$ cat src/rtl/cfgx_pkg.sv
package cfgx_pkg;

    typedef enum logic [1:0] {
        SZ_BYTE = 2'd0,
        SZ_HALF = 2'd1,
        SZ_WORD = 2'd2,
        SZ_WALT = 2'd3
    } cfgx_size_e;

    typedef enum logic {
        ST_IDLE = 1'b0,
        ST_WAIT = 1'b1
    } cfgx_state_e;

    // Unshifted lane mask for an access size (up to eight lanes).
    function automatic logic [7:0] size_lanes(input cfgx_size_e s);
        case (s)
            SZ_BYTE: size_lanes = 8'h01;
            SZ_HALF: size_lanes = 8'h03;
            default: size_lanes = 8'h0F;
        endcase
    endfunction

endpackage

$ cat src/rtl/cfgx_dev_scan.sv
module cfgx_dev_scan #(
    parameter int SEL_COUNT = 11,
    parameter int DEV_W     = 4
) (
    input  logic [SEL_COUNT-1:0] sel,
    output logic [DEV_W-1:0]     dev_num
);

    logic [SEL_COUNT:0]   seen;
    logic [SEL_COUNT-1:0] first;

    assign seen[0] = 1'b0;

    // Ripple chain: first[g] marks the lowest set select line.
    for (genvar g = 0; g < SEL_COUNT; g++) begin : g_chain
        assign first[g]  = sel[g] & ~seen[g];
        assign seen[g+1] = seen[g] | sel[g];
    end

    always_comb begin
        dev_num = seen[SEL_COUNT] ? '0 : DEV_W'(SEL_COUNT);
        for (int i = 0; i < SEL_COUNT; i++) begin
            if (first[i]) begin
                dev_num = dev_num | DEV_W'(i);
            end
        end
    end

endmodule

$ cat src/rtl/cfgx_lane_pack.sv
module cfgx_lane_pack
    import cfgx_pkg::*;
#(
    parameter int DATA_W = 32,
    parameter int LANES  = DATA_W / 8,
    parameter int OFF_W  = $clog2(LANES)
) (
    input  cfgx_size_e        size,
    input  logic [OFF_W-1:0]  off,
    input  logic [DATA_W-1:0] wdata,
    output logic [LANES-1:0]  be,
    output logic [DATA_W-1:0] lane_wdata
);

    logic [7:0]       lanes_all;
    logic [LANES-1:0] base_mask;

    assign lanes_all  = size_lanes(size);
    assign base_mask  = lanes_all[LANES-1:0];
    assign be         = base_mask << off;
    assign lane_wdata = wdata << {off, 3'b000};

endmodule

$ cat src/rtl/cfgx_lane_unpack.sv
module cfgx_lane_unpack
    import cfgx_pkg::*;
#(
    parameter int DATA_W = 32,
    parameter int LANES  = DATA_W / 8,
    parameter int OFF_W  = $clog2(LANES)
) (
    input  cfgx_size_e        size,
    input  logic [OFF_W-1:0]  off,
    input  logic              is_write,
    input  logic              nodev,
    input  logic [DATA_W-1:0] lane_rdata,
    output logic [DATA_W-1:0] rdata
);

    logic [7:0]        lanes_all;
    logic [LANES-1:0]  keep;
    logic [DATA_W-1:0] byte_mask;
    logic [DATA_W-1:0] aligned;

    assign lanes_all = size_lanes(size);
    assign keep      = lanes_all[LANES-1:0];

    for (genvar g = 0; g < LANES; g++) begin : g_mask
        assign byte_mask[8*g +: 8] = {8{keep[g]}};
    end

    assign aligned = lane_rdata >> {off, 3'b000};

    always_comb begin
        if (is_write) begin
            rdata = '0;
        end else if (nodev) begin
            rdata = byte_mask;
        end else begin
            rdata = aligned & byte_mask;
        end
    end

endmodule

$ cat src/rtl/cfg_window_xlate.sv
module cfg_window_xlate
    import cfgx_pkg::*;
#(
    parameter int                ADDR_W    = 32,
    parameter logic [ADDR_W-1:0] WIN_BASE  = 32'h8080_0000,
    parameter int                WIN_AW    = 22,
    parameter int                SEL_LO    = 11,
    parameter int                SEL_COUNT = 11,
    parameter int                DATA_W    = 32
) (
    input  logic                                      clk,
    input  logic                                      rst_n,
    input  logic                                      cpu_req_valid,
    output logic                                      cpu_req_ready,
    input  logic [ADDR_W-1:0]                         cpu_req_addr,
    input  logic                                      cpu_req_write,
    input  logic [1:0]                                cpu_req_size,
    input  logic [DATA_W-1:0]                         cpu_req_wdata,
    output logic                                      cpu_rsp_valid,
    output logic [DATA_W-1:0]                         cpu_rsp_rdata,
    output logic                                      cfg_req_valid,
    output logic [SEL_LO+$clog2(SEL_COUNT+1)-1:0]     cfg_req_addr,
    output logic                                      cfg_req_write,
    output logic [DATA_W/8-1:0]                       cfg_req_be,
    output logic [DATA_W-1:0]                         cfg_req_wdata,
    input  logic                                      cfg_rsp_valid,
    input  logic [DATA_W-1:0]                         cfg_rsp_rdata,
    input  logic                                      cfg_rsp_nodev
);

    localparam int LANES  = DATA_W / 8;
    localparam int OFF_W  = $clog2(LANES);
    localparam int DEV_W  = $clog2(SEL_COUNT + 1);
    localparam int CFG_AW = SEL_LO + DEV_W;

    typedef struct packed {
        cfgx_state_e        state;
        logic               req_v;
        logic [CFG_AW-1:0]  addr;
        logic               we;
        logic [LANES-1:0]   be;
        logic [DATA_W-1:0]  wdata;
        logic [OFF_W-1:0]   off;
        cfgx_size_e         size;
        logic               rsp_v;
        logic [DATA_W-1:0]  rdata;
    } regs_t;

    regs_t r_q, r_d;

    // Request-side decode
    logic                 in_win;
    logic [DEV_W-1:0]     dev_num;
    logic [LANES-1:0]     be_new;
    logic [DATA_W-1:0]    wdata_new;
    logic [DATA_W-1:0]    rd_val;
    cfgx_size_e           size_in;
    logic [OFF_W-1:0]     off_in;

    assign in_win  = (cpu_req_addr[ADDR_W-1:WIN_AW] == WIN_BASE[ADDR_W-1:WIN_AW]);
    assign size_in = cfgx_size_e'(cpu_req_size);
    assign off_in  = cpu_req_addr[OFF_W-1:0];

    cfgx_dev_scan #(
        .SEL_COUNT (SEL_COUNT),
        .DEV_W     (DEV_W)
    ) scan_i (
        .sel     (cpu_req_addr[SEL_LO +: SEL_COUNT]),
        .dev_num (dev_num)
    );

    cfgx_lane_pack #(
        .DATA_W (DATA_W)
    ) pack_i (
        .size       (size_in),
        .off        (off_in),
        .wdata      (cpu_req_wdata),
        .be         (be_new),
        .lane_wdata (wdata_new)
    );

    // Response-side alignment uses the held request attributes
    cfgx_lane_unpack #(
        .DATA_W (DATA_W)
    ) unpack_i (
        .size       (r_q.size),
        .off        (r_q.off),
        .is_write   (r_q.we),
        .nodev      (cfg_rsp_nodev),
        .lane_rdata (cfg_rsp_rdata),
        .rdata      (rd_val)
    );

    always_comb begin
        r_d       = r_q;
        r_d.req_v = 1'b0;
        r_d.rsp_v = 1'b0;
        case (r_q.state)
            ST_IDLE: begin
                if (cpu_req_valid && in_win) begin
                    r_d.state = ST_WAIT;
                    r_d.req_v = 1'b1;
                    r_d.addr  = {dev_num, cpu_req_addr[SEL_LO-1:0]};
                    r_d.we    = cpu_req_write;
                    r_d.be    = be_new;
                    r_d.wdata = wdata_new;
                    r_d.off   = off_in;
                    r_d.size  = size_in;
                end
            end
            ST_WAIT: begin
                if (cfg_rsp_valid) begin
                    r_d.state = ST_IDLE;
                    r_d.rsp_v = 1'b1;
                    r_d.rdata = rd_val;
                end
            end
            default: r_d.state = ST_IDLE;
        endcase
    end

    always_ff @(posedge clk) begin
        if (!rst_n) begin
            r_q <= '0;
        end else begin
            r_q <= r_d;
        end
    end

    assign cpu_req_ready = (r_q.state == ST_IDLE);
    assign cpu_rsp_valid = r_q.rsp_v;
    assign cpu_rsp_rdata = r_q.rdata;
    assign cfg_req_valid = r_q.req_v;
    assign cfg_req_addr  = r_q.addr;
    assign cfg_req_write = r_q.we;
    assign cfg_req_be    = r_q.be;
    assign cfg_req_wdata = r_q.wdata;

endmodule

$ cat config.mk
export PLATFORM = sky130hd
export DESIGN_NAME = cfg_window_xlate
export DESIGN_NICKNAME = d
export VERILOG_FILES = /design/src/rtl/cfgx_pkg.sv /design/src/rtl/cfgx_dev_scan.sv /design/src/rtl/cfgx_lane_pack.sv /design/src/rtl/cfgx_lane_unpack.sv /design/src/rtl/cfg_window_xlate.sv
export SDC_FILE = /design/constraint.sdc
export NUM_CORES = 1
export LEC_CHECK = 0
export ABC_AREA = 0
export BUFFER_PORTS_ARGS = -buffer_cell sky130_fd_sc_hd__buf_2
export CAP_MARGIN = 20
export CORE_MARGIN = 2
export CORE_UTILIZATION = 54
export DETAILED_ROUTE_END_ITERATION = 16
export PLACE_DENSITY_LB_ADDON = 0.3
export SETUP_SLACK_MARGIN = 0.05
export SYNTH_ARGS = -nofsm -noshare
export SYNTH_HDL_FRONTEND = slang
export SYNTH_SLANG_ARGS = --single-unit
$ cat constraint.sdc
create_clock -name clk -period 2.4 [get_ports clk]
set_input_delay 0.24 -clock clk [delete_from_list [all_inputs] [get_ports clk]]
set_output_delay 0.24 -clock clk [all_outputs]
set_load 0.01 [all_outputs]
== Word-level counts from Yosys, hierarchy flattened ==
Index checks and enable logic that the tools add are counted.

* Bits in registers: 91
* Output and inout bits: 87
* Word-level logic and storage cells: 75
* Bits of input ports: 104

* Reduce and logical (&&, ||, !) cells: 7
* Equality and inequality tests: 3
* Bitwise gates (word level): 33
* Shifts and indexed selects: 3
* Muxes and demuxes: 19

{| class="wikitable"
|+ Operator list
! kind !! count
|-
| $mux W32 || 2
|-
| $mux W58 || 1
|-
| $mux W33 || 1
|-
| $and A32 B32 Y32 || 1
|-
| $shl A32 B5 Y32 || 1
|-
| $shr A32 B5 Y32 || 1
|-
| $mux W4 || 4
|-
| $pmux W4 S2 || 2
|-
| $mux W3 || 4
|-
| $not A1 Y1 || 12
|-
| $and A1 B1 Y1 || 10
|-
| $eq A10 B10 Y1 const B || 1
|-
| $or A1 B1 Y1 || 10
|-
| $reduce_and A2 Y1 || 3
|-
| $eq A2 B1 Y1 const B || 2
|-
| $logic_not A2 Y1 || 2
|-
| $mux W2 || 2
|-
| $shl A4 B2 Y4 || 1
|-
| $mux W1 || 2
|-
| $pmux W1 S2 || 1
|-
| $reduce_or A2 Y1 || 1
|-
| $logic_and A1 B1 Y1 || 1
|}

== Depth between registers and ports, before layout ==
* Depth after elaboration: 23
* Mapped depth: 6

== By module ==
From an unflattened synthesis, not the netlist that was laid out.

* Cell total of the unflattened synthesis: 670
* Area total of the unflattened synthesis: 5596.6 um^2

{| class="wikitable"
|+ By module, submodules not included
! module !! area an instance (um^2) !! cells each !! instances
|-
| cfg_window_xlate || 4107.7 || 471 || 1
|-
| cfgx_lane_unpack || 819.5 || 110 || 1
|-
| cfgx_lane_pack || 564.3 || 72 || 1
|-
| cfgx_dev_scan || 105.1 || 17 || 1
|}

== Worst setup path after synthesis ==
OpenSTA, ideal clock, no wires.

* Path type: reg-to-reg
* Start point: register cfg_req_addr[1] (netlist name)
* End point: register r_q (netlist bit cpu_rsp_rdata[10])
* Setup time: 0.126 ns
* Path buffers: 2
* Arrival time: 1.221 ns
* Setup slack: 1.053 ns
* Clock period less this slack: 1.347 ns
* Stages on the path, launching flop included: 7
* Path through: dfxtp_1 buf_2 clkbuf_1 nand3b_1 o21ai_0 o21ai_0 a21boi_0

{| class="wikitable"
|+ RTL lines
! what !! RTL line !! RTL
|-
| end signal, assigned || cfg_window_xlate.sv:126 || <nowiki>r_q <= r_d;</nowiki>
|-
| end, declared || cfg_window_xlate.sv:49 || <nowiki>regs_t r_q, r_d;</nowiki>
|}

== Final worst setup path ==
* Start point: register r_q[90] (netlist name)
* End point: register r_q (netlist bit cfg_req_wdata[13])

* Cells in the longest elaborated chain, start to end: 2

{| class="wikitable"
|+ Ends and longest elaborated chain
! what
|-
| $not A1 Y1 (no line)
|-
| $reduce_and A2 Y1 (no line)
|}

No other way between the ends.
A chain may end at the register's enable or synchronous reset.

==> impl_metrics.py <==
metrics = {
    "floorplan": {
        "io_pins": 191,
        "num_rows": 35,
        "core-area_sq_um": 9200,
        "initial_core_util": 0.554,
        "die_h_um": 101,
        "die_w_um": 101,
        "die_area_sq_um": 10200,
    },
    "grt": {
        "grt_max_degree": 41,
        "antenna_found_initial": 0,
        "grt-ovfl-total": 0,
        "grt_pass1_wl_mm": 19.2,
        "grt.total_usage": 0.233,
        "grt_pass1_vias": 4084,
    },
    "yosys": {
        "avgSynthCellArea_sq_um": 8.29,
        "ys_ff_latch": 89,
        "synthArstFlopShare": 0,
        "synthesis.area_sq_um": 5090,
        "ys_types": 40,
        "synthFlopType": "dfxtp_1",
        "syn_nets": 718,
        "synthCells": 614,
        "synth_edf_count": 0,
        "yosysSeqAreaShare": 0.350,
        "ys_warn_count": 0,
    },
    "setup_path": {
        "path_max_fanout": 40,
        "worstSetupStartpointType": "flop",
        "worst-setup-path-type": "flop to flop",
        "worstSetupEndpointType": "flop",
        "crit_path_cell_trace": "nor4_4 -> nand3_4 -> or3_1 -> a21boi_0",
        "cp.arrival_ps": 2090,
        "cp.required_ps": 2660,
        "slowest_delay_ps": 490,
        "crit_slowest_cell": "or3_1",
    },
    "timing": {
        "skew_ps": 9.09,
        "hold_ws_ps": 130,
        "rsz0062_at_grt": "false",
        "final.period_utilization": 0.762,
        "slew-limit-headroom": 0.522,
        "hold_viol": 0,
        "finalSetupTns_ps": 0,
        "period_minus_slack_ps": 1830,
        "setup_viol": 0,
        "worst_slack_ps": 571,
        "worst_pin_slew_ps": 715,
        "drv_slew": 0,
        "max_freq_ghz": 0.547,
    },
    "place": {
        "routabilityCongestion": 0.916,
        "placed_area_sq_um": 5450,
        "place_ws_ps": 469,
        "hpwl_mm": 9.34,
        "dp_cells": 800,
        "numPortBuffers": 190,
    },
    "route": {
        "drc": 0,
        "via_per_inst": 5.44,
        "avgRoutedWirePerCell_um": 15.1,
        "vias": 4443,
        "drt_iter0_drc": 148,
        "antenna_left": 0,
        "wirelength_mm": 12.3,
        "dr.pass1.iters": 5,
    },
    "power": {
        "total_power_mw": 2.75,
        "cellLeakagePower_nw": 2.55,
        "max-vdd-ir-drop_v": 0.000262,
        "power_frac_comb": 0.100,
        "intPower_mw": 2.09,
        "power_density_nw_per_um2": 487,
        "switchingPower_mw": 0.659,
        "seqPwrFrac": 0.537,
        "clockPowerShare": 0.362,
        "swShare": 0.240,
    },
    "final_layout": {
        "layout.cells.most_common": "buf_2",
        "instances_no_fill": 816,
        "nets": 804,
        "final_area_sq_um": 5630,
        "drive_gt1_frac": 0.329,
        "n_antenna_cell": 0,
        "final_core_util": 0.613,
        "layout_common_cells": "buf_2 (190), nand2_1 (110), dfxtp_1 (89), o21ai_0 (44)",
        "area_delta_synth_final_pct": 10.6,
    },
    "clock_tree": {
        "cts-hold-fix-buffers": 0,
        "clkTransAtPathRegs_ps": 90,
        "clockBufferDepth": 2,
        "cts_buffers": 9,
        "clockRootBuffer": "clkbuf_8",
        "clk_latency_ps": 340,
        "cts_resized": 0,
        "post_cts_buffers": 0,
        "cts_tree": "done",
        "cts_htree_levels": 3,
        "clock_sinks": 89,
    },
    "worst_hold_path": {
        "min_path_type": "input port to flop",
    },
    "status": {
        "status": "finished clean",
    },
    "run": {
        "drv_cap": 0,
    },
}
-- cells by family (layout without fill, tap and decap cells) --
kind of cell,after synthesis,after routing,share of synthesized area
AO/OA/AOI/OAI,162,162,0.214
buffers and inverters,130,221,0.167
flip-flops,89,89,0.350
multiplexers,40,40,0.0806
AND/OR/NAND/NOR,193,193,0.188
-- critical path, delay by kind of cell, from the launching register on --
family	cells	cell delay [ps]
AO/OA/AOI/OAI	1	190
AND/OR/NAND/NOR	3	1170
flip-flops	1	380
-- cell type report --
cell class,instances,area (sq um)
clock buffer,11,131
clock inverter,5,56.3
fill,878,3560
inverter,3,11.3
multi-input combinational,395,2460
sequential,89,1780
tap,111,139
timing repair buffer,202,1050
-- synthesized netlist by cell type, types with 2 or more instances --
| cell type | count | area share |
|---|---|---|
| dfxtp_1 | 89 | 0.35 |
| nand4b_1 | 2 | 0.0034 |
| buf_2 | 8 | 0.0079 |
| nor2_1 | 15 | 0.011 |
| nand3_1 | 16 | 0.016 |
| mux2_2 | 8 | 0.018 |
| and2_1 | 10 | 0.012 |
| o211ai_1 | 16 | 0.024 |
| o211a_1 | 9 | 0.018 |
| a21oi_1 | 20 | 0.020 |
| buf_1 | 3 | 0.0022 |
| buf_6 | 5 | 0.011 |
| a21boi_0 | 28 | 0.041 |
| clkbuf_1 | 27 | 0.020 |
| a211o_1 | 8 | 0.014 |
| a21boi_1 | 32 | 0.047 |
| buf_4 | 84 | 0.12 |
| or3_1 | 9 | 0.011 |
| inv_1 | 3 | 0.0022 |
| nor2b_1 | 9 | 0.011 |
| nand2_1 | 110 | 0.081 |
| and3_1 | 2 | 0.0025 |
| o21ai_0 | 44 | 0.043 |
| mux2i_1 | 32 | 0.063 |
| nand3b_1 | 10 | 0.015 |
-- layer usage --
metal | GRT usage | up-vias | routed length (um)
li1 | - | 2196 | -
met1 | 0.302 | 2065 | 5440
met2 | 0.386 | 160 | 5870
met3 | 0.0430 | 22 | 744
met4 | 0.0915 | 0 | 250
met5 | 0 | - | 0
-- registers in the layout (all words and copies together), names as in the netlist --
register and count:
cfg_req_addr 15, cfg_req_be 4, cfg_req_valid 1, cfg_req_wdata 32
cfg_req_write 1, cpu_rsp_rdata 32, cpu_rsp_valid 1, r_q 3
-- power by group through the flow --
stage / combinational [mW] / clock (mW) / sequential [mW]
5_1_grt: 0.300 / 1.08 / 1.48
3_5_place_dp: 0.272 / 0 / 1.51
3_3_place_gp: 0.268 / 0 / 1.51
6_report: 0.275 / 0.995 / 1.48
2_1_floorplan: 0.134 / 0 / 1.51
4_1_cts: 0.273 / 1.02 / 1.48
-- worst paths after layout --
| path | startpoint | endpoint | slack (ps) | cells after the start |
|---|---|---|---|---|
| max | r_q[90] | cfg_req_wdata[13] | 570 | 4 |
| max reg2reg | r_q[90] | cfg_req_wdata[13] | 570 | 4 |
| min | cpu_req_addr[4] | cfg_req_addr[4] | 130 | 3 |
| min reg2reg | cfg_req_addr[2] | cfg_req_addr[2] | 450 | 2 |
Note: power is estimated with default switching activity, not from simulation.
